`src/rtl/serrx_pkg.sv`:
```
package serrx_pkg;

   // status bit positions; the clear mask uses the same positions
   localparam int FL_FULL = 0;
   localparam int FL_OVR  = 1;
   localparam int FL_FRM  = 2;
   localparam int FL_PAR  = 3;
   localparam int FL_MPB  = 4;
   localparam int NCLR    = 4;   // flags that software may clear

   typedef enum logic [2:0] {
      RX_IDLE,
      RX_START,
      RX_DATA,
      RX_EXTRA,
      RX_STOP,
      RX_SKIP
   } rx_state_e;

endpackage

```
`src/rtl/serrx_frame.sv`:
```
module serrx_frame
   import serrx_pkg::*;
#(
   parameter int OS_RATE  = 16,
   parameter int DATA_MAX = 8
) (
   input  logic                clk,
   input  logic                rst_n,
   input  logic                rx_en,
   input  logic                os_tick,
   input  logic                rxd,
   input  logic                hold,
   input  logic                cfg_short,
   input  logic                cfg_par_en,
   input  logic                cfg_mp_en,
   input  logic                cfg_two_stop,
   output logic                done,
   output logic [DATA_MAX-1:0] fdata,
   output logic                extra_bit,
   output logic                stop_bit,
   output logic                busy
);
   localparam int CW = $clog2(OS_RATE);
   localparam int BW = $clog2(DATA_MAX + 1);
   localparam logic [CW-1:0] MID  = CW'(OS_RATE / 2 - 1);
   localparam logic [CW-1:0] LAST = CW'(OS_RATE - 1);

   generate
      if (OS_RATE < 4 || (OS_RATE % 2) != 0) begin : g_bad_rate
         $error("serrx_frame: OS_RATE must be even and at least 4");
      end
      if (DATA_MAX < 5) begin : g_bad_len
         $error("serrx_frame: DATA_MAX must be at least 5");
      end
   endgenerate

   rx_state_e            state_q;
   logic [CW-1:0]        cnt_q;
   logic [BW-1:0]        bitn_q;
   logic [DATA_MAX-1:0]  shreg_q;
   logic [BW-1:0]        last_bit;

   assign last_bit = cfg_short ? BW'(DATA_MAX - 2) : BW'(DATA_MAX - 1);
   assign busy     = (state_q != RX_IDLE);
   assign fdata    = cfg_short ? {1'b0, shreg_q[DATA_MAX-1:1]} : shreg_q;

   always_ff @(posedge clk or negedge rst_n) begin
      if (!rst_n) begin
         state_q   <= RX_IDLE;
         cnt_q     <= '0;
         bitn_q    <= '0;
         shreg_q   <= '0;
         extra_bit <= 1'b0;
         stop_bit  <= 1'b1;
         done      <= 1'b0;
      end else begin
         done <= 1'b0;
         if (!rx_en) begin
            state_q <= RX_IDLE;
         end else if (os_tick) begin
            case (state_q)
               RX_IDLE: begin
                  if (!hold && !rxd) begin
                     state_q <= RX_START;
                     cnt_q   <= '0;
                  end
               end
               RX_START: begin
                  if (cnt_q == MID) begin
                     cnt_q   <= '0;
                     bitn_q  <= '0;
                     state_q <= rxd ? RX_IDLE : RX_DATA;
                  end else begin
                     cnt_q <= cnt_q + 1'b1;
                  end
               end
               RX_DATA: begin
                  if (cnt_q == LAST) begin
                     cnt_q   <= '0;
                     shreg_q <= {rxd, shreg_q[DATA_MAX-1:1]};
                     bitn_q  <= bitn_q + 1'b1;
                     if (bitn_q == last_bit)
                        state_q <= (cfg_par_en || cfg_mp_en) ? RX_EXTRA : RX_STOP;
                  end else begin
                     cnt_q <= cnt_q + 1'b1;
                  end
               end
               RX_EXTRA: begin
                  if (cnt_q == LAST) begin
                     cnt_q     <= '0;
                     extra_bit <= rxd;
                     state_q   <= RX_STOP;
                  end else begin
                     cnt_q <= cnt_q + 1'b1;
                  end
               end
               RX_STOP: begin
                  if (cnt_q == LAST) begin
                     cnt_q    <= '0;
                     stop_bit <= rxd;
                     done     <= 1'b1;
                     state_q  <= cfg_two_stop ? RX_SKIP : RX_IDLE;
                  end else begin
                     cnt_q <= cnt_q + 1'b1;
                  end
               end
               RX_SKIP: begin
                  if (cnt_q == LAST) state_q <= RX_IDLE;
                  else               cnt_q   <= cnt_q + 1'b1;
               end
               default: state_q <= RX_IDLE;
            endcase
         end
      end
   end

   // leaving idle needs enable, no pending error and a low line
   assert_start_gated_R8: assert property (@(posedge clk) disable iff (!rst_n)
      $rose(busy) |-> $past(rx_en && !hold && !rxd));

   // dropping enable returns the engine to idle
   assert_disable_idles_R11: assert property (@(posedge clk) disable iff (!rst_n)
      !rx_en |=> !busy);

   // a completion pulse lasts one cycle
   assert_done_single_R4: assert property (@(posedge clk) disable iff (!rst_n)
      done |=> !done);

endmodule

```
`src/rtl/serrx_parity.sv`:
```
module serrx_parity #(
   parameter int DATA_MAX = 8
) (
   input  logic [DATA_MAX-1:0] fdata,
   input  logic                extra_bit,
   input  logic                cfg_par_en,
   input  logic                cfg_par_odd,
   input  logic                cfg_mp_en,
   output logic                perr
);
   logic ones_odd;

   assign ones_odd = (^fdata) ^ extra_bit;
   assign perr     = cfg_par_en && !cfg_mp_en && (ones_odd != cfg_par_odd);

endmodule

```
`src/rtl/serrx_regs.sv`:
```
module serrx_regs
   import serrx_pkg::*;
#(
   parameter int DATA_MAX = 8
) (
   input  logic                clk,
   input  logic                rst_n,
   input  logic                done,
   input  logic [DATA_MAX-1:0] fdata,
   input  logic                stop_bit,
   input  logic                perr,
   input  logic                extra_bit,
   input  logic                cfg_mp_en,
   input  logic                bus_sel,
   input  logic                bus_rd,
   input  logic                bus_wr,
   input  logic [NCLR-1:0]     bus_wdata,
   output logic [DATA_MAX-1:0] bus_rdata,
   output logic                hold
);
   generate
      if (DATA_MAX < FL_MPB + 1) begin : g_bad_width
         $error("serrx_regs: DATA_MAX too small for the status layout");
      end
   endgenerate

   logic                flag_q  [NCLR];
   logic                armed_q [NCLR];
   logic [NCLR-1:0]     set_v;
   logic [DATA_MAX-1:0] data_q;
   logic                mpb_q;
   logic                rd_st, wr_st, load;

   assign rd_st = bus_rd && bus_sel;
   assign wr_st = bus_wr && bus_sel;
   assign load  = done && !flag_q[FL_FULL];

   assign set_v[FL_FULL] = load && stop_bit && !perr;
   assign set_v[FL_OVR]  = done && flag_q[FL_FULL];
   assign set_v[FL_FRM]  = load && !stop_bit;
   assign set_v[FL_PAR]  = load && perr;

   assign hold = flag_q[FL_OVR] || flag_q[FL_FRM] || flag_q[FL_PAR];

   for (genvar i = 0; i < NCLR; i++) begin : g_flag
      always_ff @(posedge clk or negedge rst_n) begin
         if (!rst_n) begin
            flag_q[i]  <= 1'b0;
            armed_q[i] <= 1'b0;
         end else begin
            if (rd_st)      armed_q[i] <= flag_q[i];
            else if (wr_st) armed_q[i] <= 1'b0;
            if (set_v[i])
               flag_q[i] <= 1'b1;
            else if (wr_st && armed_q[i] && !bus_wdata[i])
               flag_q[i] <= 1'b0;
         end
      end
   end

   always_ff @(posedge clk or negedge rst_n) begin
      if (!rst_n) begin
         data_q <= '0;
         mpb_q  <= 1'b0;
      end else begin
         if (load)              data_q <= fdata;
         if (done && cfg_mp_en) mpb_q  <= extra_bit;
      end
   end

   assign bus_rdata = bus_sel
      ? {{(DATA_MAX-FL_MPB-1){1'b0}}, mpb_q, flag_q[FL_PAR], flag_q[FL_FRM],
         flag_q[FL_OVR], flag_q[FL_FULL]}
      : data_q;

   // overrun keeps the earlier character
   assert_overrun_keeps_R5: assert property (@(posedge clk) disable iff (!rst_n)
      (done && flag_q[FL_FULL]) |=> (flag_q[FL_OVR] && $stable(data_q)));

   // the full flag falls only through an armed write of 0
   assert_clear_armed_R9: assert property (@(posedge clk) disable iff (!rst_n)
      $fell(flag_q[FL_FULL]) |-> $past(wr_st && armed_q[FL_FULL] && !bus_wdata[FL_FULL]));

   // the data register changes only when a character ends with full clear
   assert_data_on_load_R8: assert property (@(posedge clk) disable iff (!rst_n)
      !$stable(data_q) |-> $past(done && !flag_q[FL_FULL]));

   // the multiprocessor bit moves only at the end of a character
   assert_mpb_on_done_R10: assert property (@(posedge clk) disable iff (!rst_n)
      !$stable(mpb_q) |-> $past(done && cfg_mp_en));

endmodule

```
`src/rtl/serrx_unit.sv`:
```
module serrx_unit
   import serrx_pkg::*;
#(
   parameter int OS_RATE  = 16,
   parameter int DATA_MAX = 8
) (
   input  logic                clk,
   input  logic                rst_n,
   input  logic                rx_en,
   input  logic                os_tick,
   input  logic                rxd,
   input  logic                cfg_short,
   input  logic                cfg_par_en,
   input  logic                cfg_par_odd,
   input  logic                cfg_two_stop,
   input  logic                cfg_mp_en,
   input  logic                bus_sel,
   input  logic                bus_rd,
   input  logic                bus_wr,
   input  logic [NCLR-1:0]     bus_wdata,
   output logic [DATA_MAX-1:0] bus_rdata
);
   logic                done, extra_bit, stop_bit, busy, perr, hold;
   logic [DATA_MAX-1:0] fdata;

   serrx_frame #(.OS_RATE(OS_RATE), .DATA_MAX(DATA_MAX)) u_frame (
      .clk(clk), .rst_n(rst_n), .rx_en(rx_en), .os_tick(os_tick), .rxd(rxd),
      .hold(hold), .cfg_short(cfg_short), .cfg_par_en(cfg_par_en),
      .cfg_mp_en(cfg_mp_en), .cfg_two_stop(cfg_two_stop), .done(done),
      .fdata(fdata), .extra_bit(extra_bit), .stop_bit(stop_bit), .busy(busy)
   );

   serrx_parity #(.DATA_MAX(DATA_MAX)) u_par (
      .fdata(fdata), .extra_bit(extra_bit), .cfg_par_en(cfg_par_en),
      .cfg_par_odd(cfg_par_odd), .cfg_mp_en(cfg_mp_en), .perr(perr)
   );

   serrx_regs #(.DATA_MAX(DATA_MAX)) u_regs (
      .clk(clk), .rst_n(rst_n), .done(done), .fdata(fdata),
      .stop_bit(stop_bit), .perr(perr), .extra_bit(extra_bit),
      .cfg_mp_en(cfg_mp_en), .bus_sel(bus_sel), .bus_rd(bus_rd),
      .bus_wr(bus_wr), .bus_wdata(bus_wdata), .bus_rdata(bus_rdata),
      .hold(hold)
   );

   // no character may start while an error flag is pending
   assert_blocked_R8: assert property (@(posedge clk) disable iff (!rst_n)
      (hold && !busy) |=> !busy);

endmodule

```
`config.mk`:
```
export PLATFORM = sky130hd
export DESIGN_NAME = serrx_unit
export DESIGN_NICKNAME = d
export VERILOG_FILES = /design/src/rtl/serrx_pkg.sv /design/src/rtl/serrx_frame.sv /design/src/rtl/serrx_parity.sv /design/src/rtl/serrx_regs.sv /design/src/rtl/serrx_unit.sv
export SDC_FILE = /design/constraint.sdc
export NUM_CORES = 1
export LEC_CHECK = 0
export ABC_CLOCK_PERIOD_IN_PS = 2000
export BUFFER_PORTS_ARGS = -buffer_cell sky130_fd_sc_hd__buf_2
export CORE_MARGIN = 2
export CORE_UTILIZATION = 35
export CTS_CLUSTER_DIAMETER = 60
export DETAILED_ROUTE_END_ITERATION = 12
export SLEW_MARGIN = 20
export SYNTH_ARGS = -nofsm -noshare
export SYNTH_HDL_FRONTEND = slang
export SYNTH_SLANG_ARGS = --single-unit
```
`constraint.sdc`:
```
create_clock -name clk -period 2 [get_ports clk]
set_clock_uncertainty 0.1 [all_clocks]
set_input_delay 0.2 -clock clk [delete_from_list [all_inputs] [get_ports clk]]
set_output_delay 0.2 -clock clk [all_outputs]
set_load 0.05 [all_outputs]
```
==> impl_metrics.csv, run 1 <==
group,metric,value,unit
timing,worst_pin_slew,0.517,ns
power,power_frac_seq,51.1,%
clocking,cts_tree,"built",
place,gp_congestion,0.750,
logic_synthesis,yosys_register_bits,39,
layout,stdcell_count,311,
worst_setup_path,criticalPathCategory,"reg -> reg",
layout,nFillCells,589,
place,dp.cells,301,
power,vdd_drop_max,296,uV
grt,grt_pass1_vias,1540,
worst_setup_path,critical-path-max-stage-delay,0.40,ns
power,p_per_area,683,nW/um2
grt,track_usage,14.4,%
run,drv_cap,0,
clocking,cts_max_level,2,
logic_synthesis,syn-instance-count,204,
clocking,worstSkewPairLatency,0.29,ns
worst_setup_path,r2r_cells,6,
logic_synthesis,synth_area,2150,um2
floorplanning,die_area,6790,um2
timing,whs,0.100,ns
routing,wl,4640,um
routing,drt_iter0_drc,75,
worst_setup_path,cp_slowest_cell,"dfrtp_1",
power,p_clk_share,30.6,%
place,portBuffers,24,
grt,grt_overflow,0,
grt,grt_antenna_before_repair,0,
worst_hold_path,hold_path.class,"in -> reg",
layout,area_growth,16.5,%
grt,grt_busiest_layer,"met2",
timing,maxSlewViolCount,0,
worst_setup_path,crit_family,"compound AO/OA/AOI/OAI gates",
routing,ant_nets,0,
routing,drc_errors,0,
worst_setup_path,crit_buf_inv,0,
clocking,cts.path.max_buffers,2,
timing,setup_viol,0,
logic_synthesis,async_reset_ff_share,100,%
floorplanning,chipHeight,82.4,um
timing,max_slew_margin,65.5,%
timing,rsz0062_at_grt,"yes",
floorplanning,fp-row-count,28,
power,internal-power,0.00120,W
logic_synthesis,syn_avg_cell_area,10.5,um2
routing,vias,1634,
worst_setup_path,critPathCapture,"u_frame.state_q[1]$_DFFE_PN0P_",
floorplanning,initial_core_util,36.3,%
routing,avgViaCountPerCell,5.25,
place,dp_hpwl,3330,um
worst_setup_path,worstPathRequired,2.09,ns
timing,final_hold_viol_count,0,
timing,fin_tns_setup,0,ns
grt,grt_use_met1,20.2,%
routing,dr.pass1.iters,4,
timing,fmax,516,MHz
layout,diodes,0,
logic_synthesis,synth.yosys.seq_area_share,45.4,%
timing,post-route-min-period,1.94,ns
logic_synthesis,ys_types,45,
grt,met2_usage,21.8,%
worst_setup_path,reg2reg_from,"u_frame.cnt_q[0]$_DFFE_PN0P_",
worst_setup_path,start_kind,"flip-flop",
floorplanning,dieWidth,82.4,um
worst_setup_path,worstSetupStartpoint,"u_frame.cnt_q[0]$_DFFE_PN0P_",
grt,grt_start_max_net_pins,40,
logic_synthesis,syn_nets,223,
worst_setup_path,reg2reg_to,"u_frame.state_q[1]$_DFFE_PN0P_",
worst_setup_path,cp_cell_sequence,"ha_1, a31oi_1, o22ai_2, a221oi_1, or2_1, mux2i_1",
layout,nNetsFinal,254,
routing,drt-wirelength-per-cell,14.9,um
layout,drive_gt1_share,28.4,%
outcome,status,"finished clean",
power,switching_share,30.1,%
power,combPwrFrac,18.2,%
worst_setup_path,crit_cells,6,
clocking,cts_made_buffers,5,
clocking,root_buffer,"clkbuf_8",
clocking,cts_sinks,39,
worst_setup_path,crit_fanout,6,
worst_setup_path,crit_path_end_kind,"flip-flop",
floorplanning,ios,25,
logic_synthesis,synth_edf_count,0,
floorplanning,design.core.area,5920,um2
worst_setup_path,reg2reg_slack,0.06,ns
worst_setup_path,crit_arrival,2.03,ns
logic_synthesis,ys_warn_count,0,
timing,finalCritPeriodShare,97.0,%
grt,grt_pass1_wl,7360,um
grt,met3_usage,3.37,%
power,switching_power,0.000515,W
logic_synthesis,synth-main-ff-cell,"dfrtp_1",
clocking,clk_pin_slew,0.08,ns
power,power.leakage,1.14,nW
==> worst min-delay path by stage <==
stage / from / to / cells past startpoint
6_report: rx_en / u_frame.state_q[2]$_DFFE_PN0P_ / 3
5_1_grt: rx_en / u_frame.state_q[2]$_DFFE_PN0P_ / 3
4_1_cts: rx_en / u_frame.state_q[2]$_DFFE_PN0P_ / 3
3_5_place_dp: rst_n / u_frame.bitn_q[1]$_DFFE_PN0P_ / 2
3_3_place_gp: rst_n / u_frame.bitn_q[1]$_DFFE_PN0P_ / 2
2_1_floorplan: rst_n / u_frame.bitn_q[0]$_DFFE_PN0P_ / 0
==> cell type report <==
class | count | area (um2) | area share (%)
inverters | 6 | 22.5 | 0.899
repair buffers | 35 | 218 | 8.69
clock buffers | 6 | 72.6 | 2.90
multi-input cells | 148 | 1110 | 44.3
flip-flops and latches | 39 | 977 | 39.0
clock inverters | 2 | 12.5 | 0.499
well taps | 75 | 93.8 | 3.74
==> placed cells by master, fill, tap and decap left out, drive strengths merged, types with 2 or more instances in the layout <==
cell    count
o22ai       2
nor3b       3
nand3b      2
nand2b      3
inv         6
nand4       3
a41o        2
o31ai       2
nand4b      4
a21oi       4
nor2b       5
mux2       16
a21o        2
mux2i      10
clkbuf      6
ha          2
buf        34
dfrtp      38
o21ai      19
nor2        8
a32o        5
nand3       7
nand2      22
nor3        2
xnor2       8
a22o        3
==> metal layers <==
layer | routed length [um] | vias up
li1 | - | 807
met1 | 2260 | 799
met2 | 2170 | 24
met3 | 149 | 4
met4 | 57 | 0
met5 | 0 | -
==> cells in the mapped netlist, types with 2 or more instances <==
cell,n,share of area [%]
dfrtp_1,38,44
nand2_1,22,3.8
o21ai_0,19,4.4
mux2_2,16,8.4
mux2i_1,10,4.7
nor2_1,8,1.4
xnor2_1,8,3.3
nand3_1,7,1.6
inv_1,6,1.0
a32o_1,5,2.3
a21oi_1,4,0.93
buf_2,4,0.93
clkbuf_1,4,0.70
nand4b_1,4,1.6
nor2b_1,4,1.2
a22o_1,3,1.2
nand2b_1,3,0.87
nand4_1,3,0.87
nor3b_1,3,1.0
a21o_1,2,0.70
a41o_1,2,0.93
buf_6,2,1.0
ha_1,2,1.2
nand3b_1,2,0.70
o22ai_1,2,0.58
o31ai_1,2,0.70
==> power groups by stage <==
stage          Sequential (W)  Clock (W)  Combinational (W)
2_1_floorplan        0.000865          0           0.000241
3_3_place_gp         0.000884          0           0.000303
3_5_place_dp         0.000886          0           0.000305
4_1_cts              0.000870   0.000549           0.000309
5_1_grt              0.000881   0.000585           0.000344
6_report             0.000875   0.000524           0.000312
==> what timing repair did <==
action                                 CTS  global route
hold buffers                             1             0
setup endpoints to repair                0            11
resized for setup                        0             4
endpoints found under the hold margin   38             0
setup buffers                            0             1
==> cells by family after synthesis <==
group | count (synthesis) | synth area share (%)
xor gates and xnor gates | 9 | 4.30
adders and majority gates | 2 | 1.16
DFF | 39 | 45.4
and+or+nand+nor | 66 | 17.9
AOI/OAI and AO/OA | 45 | 14.1
buffers and inverters | 17 | 4.07
muxes | 26 | 13.0
==> registers in the layout (all words and copies together), names as in the netlist <==
signal             count
u_regs.mpb_q           1
u_regs.flag_q          4
u_frame.cnt_q          4
u_frame.bitn_q         4
u_regs.armed_q         4
u_frame.state_q        3
u_frame.shreg_q        8
u_frame.extra_bit      1
u_frame.done           1
u_regs.data_q          8
u_frame.stop_bit       1
==> metrics by stage <==
stage / setup slack (ns) / utilization [%] / area (um2) / power, W
global route: -0.0332 / 42.3 / 2510 / 0.00181
finish: 0.0610 / 42.3 / 2510 / 0.00171
floorplan: 0.173 / - / 2150 / 0.00111
detailed placement: 0.0821 / 40.0 / 2370 / 0.00119
global placement: 0.0990 / 40.0 / 2370 / 0.00119
CTS: 0.0714 / 41.6 / 2460 / 0.00173
==> worst register-to-register path, stage by stage (launching register included) <==
cell and delay (ns):
dfrtp_1 0.40, ha_1 0.28, a31oi_1 0.24, o22ai_2 0.12, a221oi_1 0.19, or2_1 0.25, mux2i_1 0.26
Power figures use the tool's default switching activity.
==> run 2, diff against run 1 <==
--- a/config.mk
+++ b/config.mk
@@ -8,7 +8,7 @@
 export ABC_CLOCK_PERIOD_IN_PS = 2000
 export BUFFER_PORTS_ARGS = -buffer_cell sky130_fd_sc_hd__buf_2
 export CORE_MARGIN = 2
-export CORE_UTILIZATION = 35
+export CORE_UTILIZATION = 40
 export CTS_CLUSTER_DIAMETER = 60
 export DETAILED_ROUTE_END_ITERATION = 12
 export SLEW_MARGIN = 20
==> run 2 against run 1 <==
- wire length shrank 7.5%
- cell count shrank 1.3%
- count of clock-buffer cells in the layout is the same
- first-iteration DRC count grew 95%
- critical path type unchanged
- critical endpoint is now u_frame.cnt_q[3]$_DFFE_PN0P_
- highest routed layer unchanged
==> impl_metrics.csv, run 2 (synthesis gave the netlist of run 1 again) <==
group,metric,value,unit
outcome,status,"finished clean",
routing,avgViaCountPerCell,5.28,
clocking,cts_made_buffers,5,
routing,drt-wirelength-per-cell,14.0,um
worst_setup_path,reg2reg_slack,0.08,ns
power,power.leakage,1.16,nW
power,power_frac_seq,44.5,%
routing,drt_iter0_drc,146,
power,switching_share,25.8,%
clocking,cts.path.max_buffers,2,
floorplanning,initial_core_util,41.8,%
routing,ant_nets,0,
clocking,cts_sinks,39,
worst_setup_path,crit_fanout,12,
timing,fin_tns_setup,0,ns
place,portBuffers,24,
grt,grt_overflow,0,
power,p_clk_share,39.6,%
layout,final_common_cell,"dfrtp_1",
floorplanning,ios,25,
floorplanning,die_area,5980,um2
routing,wl,4290,um
layout,nFillCells,516,
worst_hold_path,hold_path.class,"in -> reg",
timing,max_slew_margin,65.9,%
worst_setup_path,crit_arrival,2.05,ns
timing,maxSlewViolCount,0,
worst_setup_path,crit_path_end_kind,"flip-flop",
floorplanning,chipHeight,77.3,um
floorplanning,fp-row-count,26,
routing,vias,1621,
place,dp_hpwl,3070,um
place,dp.cells,295,
worst_setup_path,criticalPathCategory,"reg -> reg",
power,combPwrFrac,15.9,%
grt,grt_start_max_net_pins,40,
layout,final_cell_mix,"dfrtp_1 (36), buf_2 (24), nand2_1 (22)",
timing,worst_pin_slew,0.507,ns
power,vdd_drop_max,298,uV
worst_setup_path,start_kind,"flip-flop",
timing,finalCritPeriodShare,95.9,%
layout,drive_gt1_share,30.4,%
layout,stdcell_count,307,
routing,drc_errors,0,
place,gp_congestion,0.871,
place,place_ws,0.0408,ns
layout,nNetsFinal,255,
floorplanning,design.core.area,5140,um2
grt,grt_antenna_before_repair,0,
timing,post-route-min-period,1.92,ns
layout,top_regs,"u_frame.shreg_q: 8 flops, u_regs.data_q: 8 flops",
grt,grt_pass1_vias,1451,
clocking,cts_max_level,2,
power,switching_power,0.000507,W
timing,fmax,521,MHz
clocking,root_buffer,"clkbuf_8",
power,internal-power,0.00146,W
layout,diodes,0,
timing,rsz0062_at_grt,"no",
worst_setup_path,worstPathRequired,2.13,ns
power,p_per_area,766,nW/um2
floorplanning,dieWidth,77.3,um
clocking,clk_pin_slew,0.08,ns
clocking,worstSkewPairLatency,0.29,ns
timing,layout_setup_ws,0.0824,ns
timing,setup_viol,0,
grt,track_usage,15.1,%
timing,final_hold_viol_count,0,
routing,dr.pass1.iters,4,
layout,area_growth,19.0,%
clocking,cts_tree,"built",
run,drv_cap,0,
grt,grt_pass1_wl,7080,um
## run 2: metal layers
| metal | GRT usage, % | share of wire [%] |
|---|---|---|
| met2 | 22.8 | 46 |
| met1 | 21.1 | 49 |
| met5 | 0 | 0 |
| met3 | 4.07 | 4.4 |
| met4 | 4.82 | 0.49 |
## run 2: critical path, stage by stage (launching register included)
cell and delay, ns:
dfrtp_2 0.49, nor3_1 0.46, o41ai_2 0.21, and3b_2 0.29
a21bo_1 0.19, a32o_1 0.12
## run 2: power groups by stage
stage	Combinational (W)	Clock (W)	Sequential, W
after floorplan	0.000241	0	0.000865
after global placement	0.000299	0	0.000885
after detailed placement	0.000301	0	0.000886
after CTS	0.000302	0.000802	0.000870
after global routing	0.000341	0.000840	0.000882
final	0.000312	0.000776	0.000874
## run 2: through the flow
step | area, um2 | power, W | hold slack, ns | util (%)
final | 2560 | 0.00196 | 0.108 | 49.8
after global routing | 2560 | 0.00206 | 0.114 | 49.8
after CTS | 2500 | 0.00197 | 0.0994 | 48.6
after detailed placement | 2350 | 0.00119 | 0.191 | 45.8
after global placement | 2350 | 0.00118 | 0.188 | 45.8
after floorplan | 2150 | 0.00111 | -0.196 | -
## run 2: final timing paths
check | startpoint | end | cells after the start
max reg2reg | u_frame.state_q[0]$_DFFE_PN0P_ | u_frame.cnt_q[3]$_DFFE_PN0P_ | 5
min in group asynchronous | rst_n | u_frame.bitn_q[2]$_DFFE_PN0P_ | 3
max in group asynchronous | rst_n | u_frame.state_q[0]$_DFFE_PN0P_ | 3
max | u_frame.state_q[0]$_DFFE_PN0P_ | u_frame.cnt_q[3]$_DFFE_PN0P_ | 5
min reg2reg | u_regs.data_q[4]$_DFFE_PN0P_ | u_regs.data_q[4]$_DFFE_PN0P_ | 2
min | rx_en | u_frame.state_q[2]$_DFFE_PN0P_ | 3
## run 2: cell type report
| cell class | count | area (um2) | share of cell area, % |
|---|---|---|---|
| clock buffer | 6 | 72.6 | 2.83 |
| clock inverter | 2 | 60.1 | 2.35 |
| inverter | 6 | 22.5 | 0.880 |
| multi-input combinational | 148 | 1110 | 43.5 |
| sequential | 39 | 980 | 38.3 |
| tap | 70 | 87.6 | 3.42 |
| timing repair buffer | 36 | 225 | 8.80 |
## run 2: what timing repair did
action | in CTS | in global routing
setup buffers | 0 | 3
endpoints found under the setup margin | 0 | 13
hold endpoints to repair | 38 | 0
hold buffers | 1 | 0
gates resized for setup | 0 | 8
==> run 3, diff against run 2 <==
--- a/config.mk
+++ b/config.mk
@@ -7,10 +7,13 @@
 export LEC_CHECK = 0
 export ABC_CLOCK_PERIOD_IN_PS = 2000
 export BUFFER_PORTS_ARGS = -buffer_cell sky130_fd_sc_hd__buf_2
+export CELL_PAD_IN_SITES_DETAIL_PLACEMENT = 0
+export CELL_PAD_IN_SITES_GLOBAL_PLACEMENT = 1
 export CORE_MARGIN = 2
 export CORE_UTILIZATION = 40
 export CTS_CLUSTER_DIAMETER = 60
 export DETAILED_ROUTE_END_ITERATION = 12
+export PLACE_DENSITY_LB_ADDON = 0.1
 export SLEW_MARGIN = 20
 export SYNTH_ARGS = -nofsm -noshare
 export SYNTH_HDL_FRONTEND = slang
==> run 3 against run 2 <==
- cell count did not move
- global-route usage rose by 1.7 points
- sequential share of layout area rose by 0.68 points
- power fell by 13%
- maximum frequency rose by 0.84%
- clock power fell by 31%
- wire length rose by 8.8%
- final area fell by 2.0%
- critical path type unchanged
==> impl_metrics.csv, run 3 (synthesis gave the netlist of run 1 again) <==
group,metric,value,unit
floorplanning,die_area,5980,um2
routing,avgViaCountPerCell,5.27,
floorplanning,dieWidth,77.3,um
grt,grt_pass1_vias,1628,
layout,final_common_cell,"dfrtp_1",
layout,top_regs,"u_frame.shreg_q: 8 flops, u_regs.data_q: 8 flops",
grt,grt_antenna_before_repair,0,
worst_setup_path,r2r_cells,3,
layout,diodes,0,
layout,nFillCells,505,
clocking,cts_made_buffers,5,
timing,fmax,526,MHz
routing,dr.pass1.iters,4,
timing,fin_tns_setup,0,ns
timing,whs,0.106,ns
timing,post-route-min-period,1.90,ns
run,drv_cap,0,
power,switching_share,30.1,%
layout,final_util,48.8,%
clocking,cts_max_level,2,
grt,met3_usage,3.49,%
layout,drive_gt1_share,30.0,%
clocking,cts_sinks,39,
floorplanning,chipHeight,77.3,um
clocking,cts.path.max_buffers,2,
timing,setup_viol,0,
grt,met2_usage,27.3,%
routing,wl,4670,um
grt,grt_pass1_wl,8000,um
worst_setup_path,critical-path-max-stage-delay,0.52,ns
routing,drt-wirelength-per-cell,15.2,um
layout,nNetsFinal,255,
worst_setup_path,worstPathRequired,2.08,ns
timing,final_hold_viol_count,0,
timing,worst_pin_slew,0.630,ns
floorplanning,fp-row-count,26,
worst_setup_path,start_kind,"flip-flop",
timing,max_slew_margin,58.0,%
worst_hold_path,hold_depth,3,
timing,finalCritPeriodShare,95.1,%
clocking,root_buffer,"clkbuf_8",
timing,maxSlewViolCount,0,
grt,grt_busiest_layer,"met2",
power,power.leakage,1.15,nW
timing,rsz0062_at_grt,"no",
routing,drc_errors,0,
clocking,clk_pin_slew,0.08,ns
grt,grt_start_max_net_pins,28,
clocking,postCtsSetupBuffers,0,
clocking,worstSkewPairLatency,0.29,ns
layout,final_cell_mix,"dfrtp_1 (38), buf_2 (24), nand2_1 (22)",
floorplanning,design.core.area,5140,um2
worst_setup_path,crit_fanout,12,
power,finalPower,0.00172,W
routing,ant_nets,0,
floorplanning,ios,25,
layout,postLayoutCellArea,2510,um2
power,p_clk_share,31.0,%
worst_setup_path,cp_cell_sequence,"or3_4, nor3_4, mux2_2",
place,dp_hpwl,3520,um
grt,track_usage,16.8,%
layout,area_growth,16.6,%
worst_setup_path,crit_path_end_kind,"flip-flop",
worst_setup_path,cp_slowest_cell,"dfrtp_1",
routing,drt_iter0_drc,53,
power,vdd_drop_max,397,uV
power,combPwrFrac,18.2,%
power,p_per_area,684,nW/um2
routing,vias,1617,
grt,grt_use_met1,23.1,%
floorplanning,initial_core_util,41.8,%
worst_setup_path,criticalPathCategory,"reg -> reg",
worst_setup_path,crit_arrival,1.98,ns
grt,grt_overflow,0,
power,power_frac_seq,50.8,%
place,dpl-instance-area,2380,um2
place,portBuffers,24,
place,gp_congestion,0.852,
clocking,cts_tree,"built",
worst_hold_path,hold_path.class,"in -> reg",
power,switching_power,0.000516,W
power,internal-power,0.00120,W
outcome,status,"finished clean",
==> run 3: path summary, 6_finish.rpt <==
kind / startpoint / to / slack (ns)
setup / recovery: u_frame.state_q[0]$_DFFE_PN0P_ / u_frame.shreg_q[4]$_DFFE_PN0P_ / 0.1
hold / removal: rx_en / u_frame.state_q[0]$_DFFE_PN0P_ / 0.11
setup reg to reg: u_frame.state_q[0]$_DFFE_PN0P_ / u_frame.shreg_q[4]$_DFFE_PN0P_ / 0.1
hold reg to reg: u_regs.data_q[6]$_DFFE_PN0P_ / u_regs.data_q[6]$_DFFE_PN0P_ / 0.38
max in group asynchronous: rst_n / u_frame.stop_bit$_DFFE_PN1P_ / 0.81
min in group asynchronous: rst_n / u_frame.cnt_q[3]$_DFFE_PN0P_ / 0.36
==> run 3: area by class of cell <==
class                      instances  area (um2)  share of cell area [%]
sequential                        39         977                    39.0
clock buffer                       6        72.6                    2.89
tap                               70        87.6                    3.49
clock inverter                     2        12.5                   0.499
inverter                           6        22.5                   0.898
multi-input combinational        148        1120                    44.8
timing repair buffer              36         213                    8.48
==> run 3: stage by stage <==
stage	instances	setup slack, ns
final	307	0.0984
after global routing	307	0.00805
after CTS	307	0.0641
after detailed placement	298	0.0745
after global placement	298	0.145
after floorplan	204	0.173
==> run 3: power by group through the flow <==
stage / clock [W] / sequential [W] / combinational, W
after global placement: 0 / 0.000882 / 0.000300
after global routing: 0.000593 / 0.000880 / 0.000342
after detailed placement: 0 / 0.000886 / 0.000305
after CTS: 0.000547 / 0.000870 / 0.000307
final: 0.000532 / 0.000872 / 0.000311
after floorplan: 0 / 0.000865 / 0.000241
==> run 3: what timing repair did <==
action | 4_1_cts | 5_1_grt
setup endpoints to repair | 0 | 12
hold buffers | 1 | 0
resized for setup | 0 | 7
hold endpoints to repair | 25 | 0
==> run 3: worst max-delay path, delay by kind of cell, from the launching register on <==
| family | cells | cell delay (ns) |
|---|---|---|
| simple gates | 2 | 0.77 |
| flops | 1 | 0.52 |
| mux | 1 | 0.39 |
==> run 3: per-layer routing <==
layer	wire length [um]	up-vias	share of wire, %
met2	2200	31	47
met4	43	0	0.92
met1	2270	772	49
met5	0	-	0
li1	-	808	-
met3	158	6	3.4
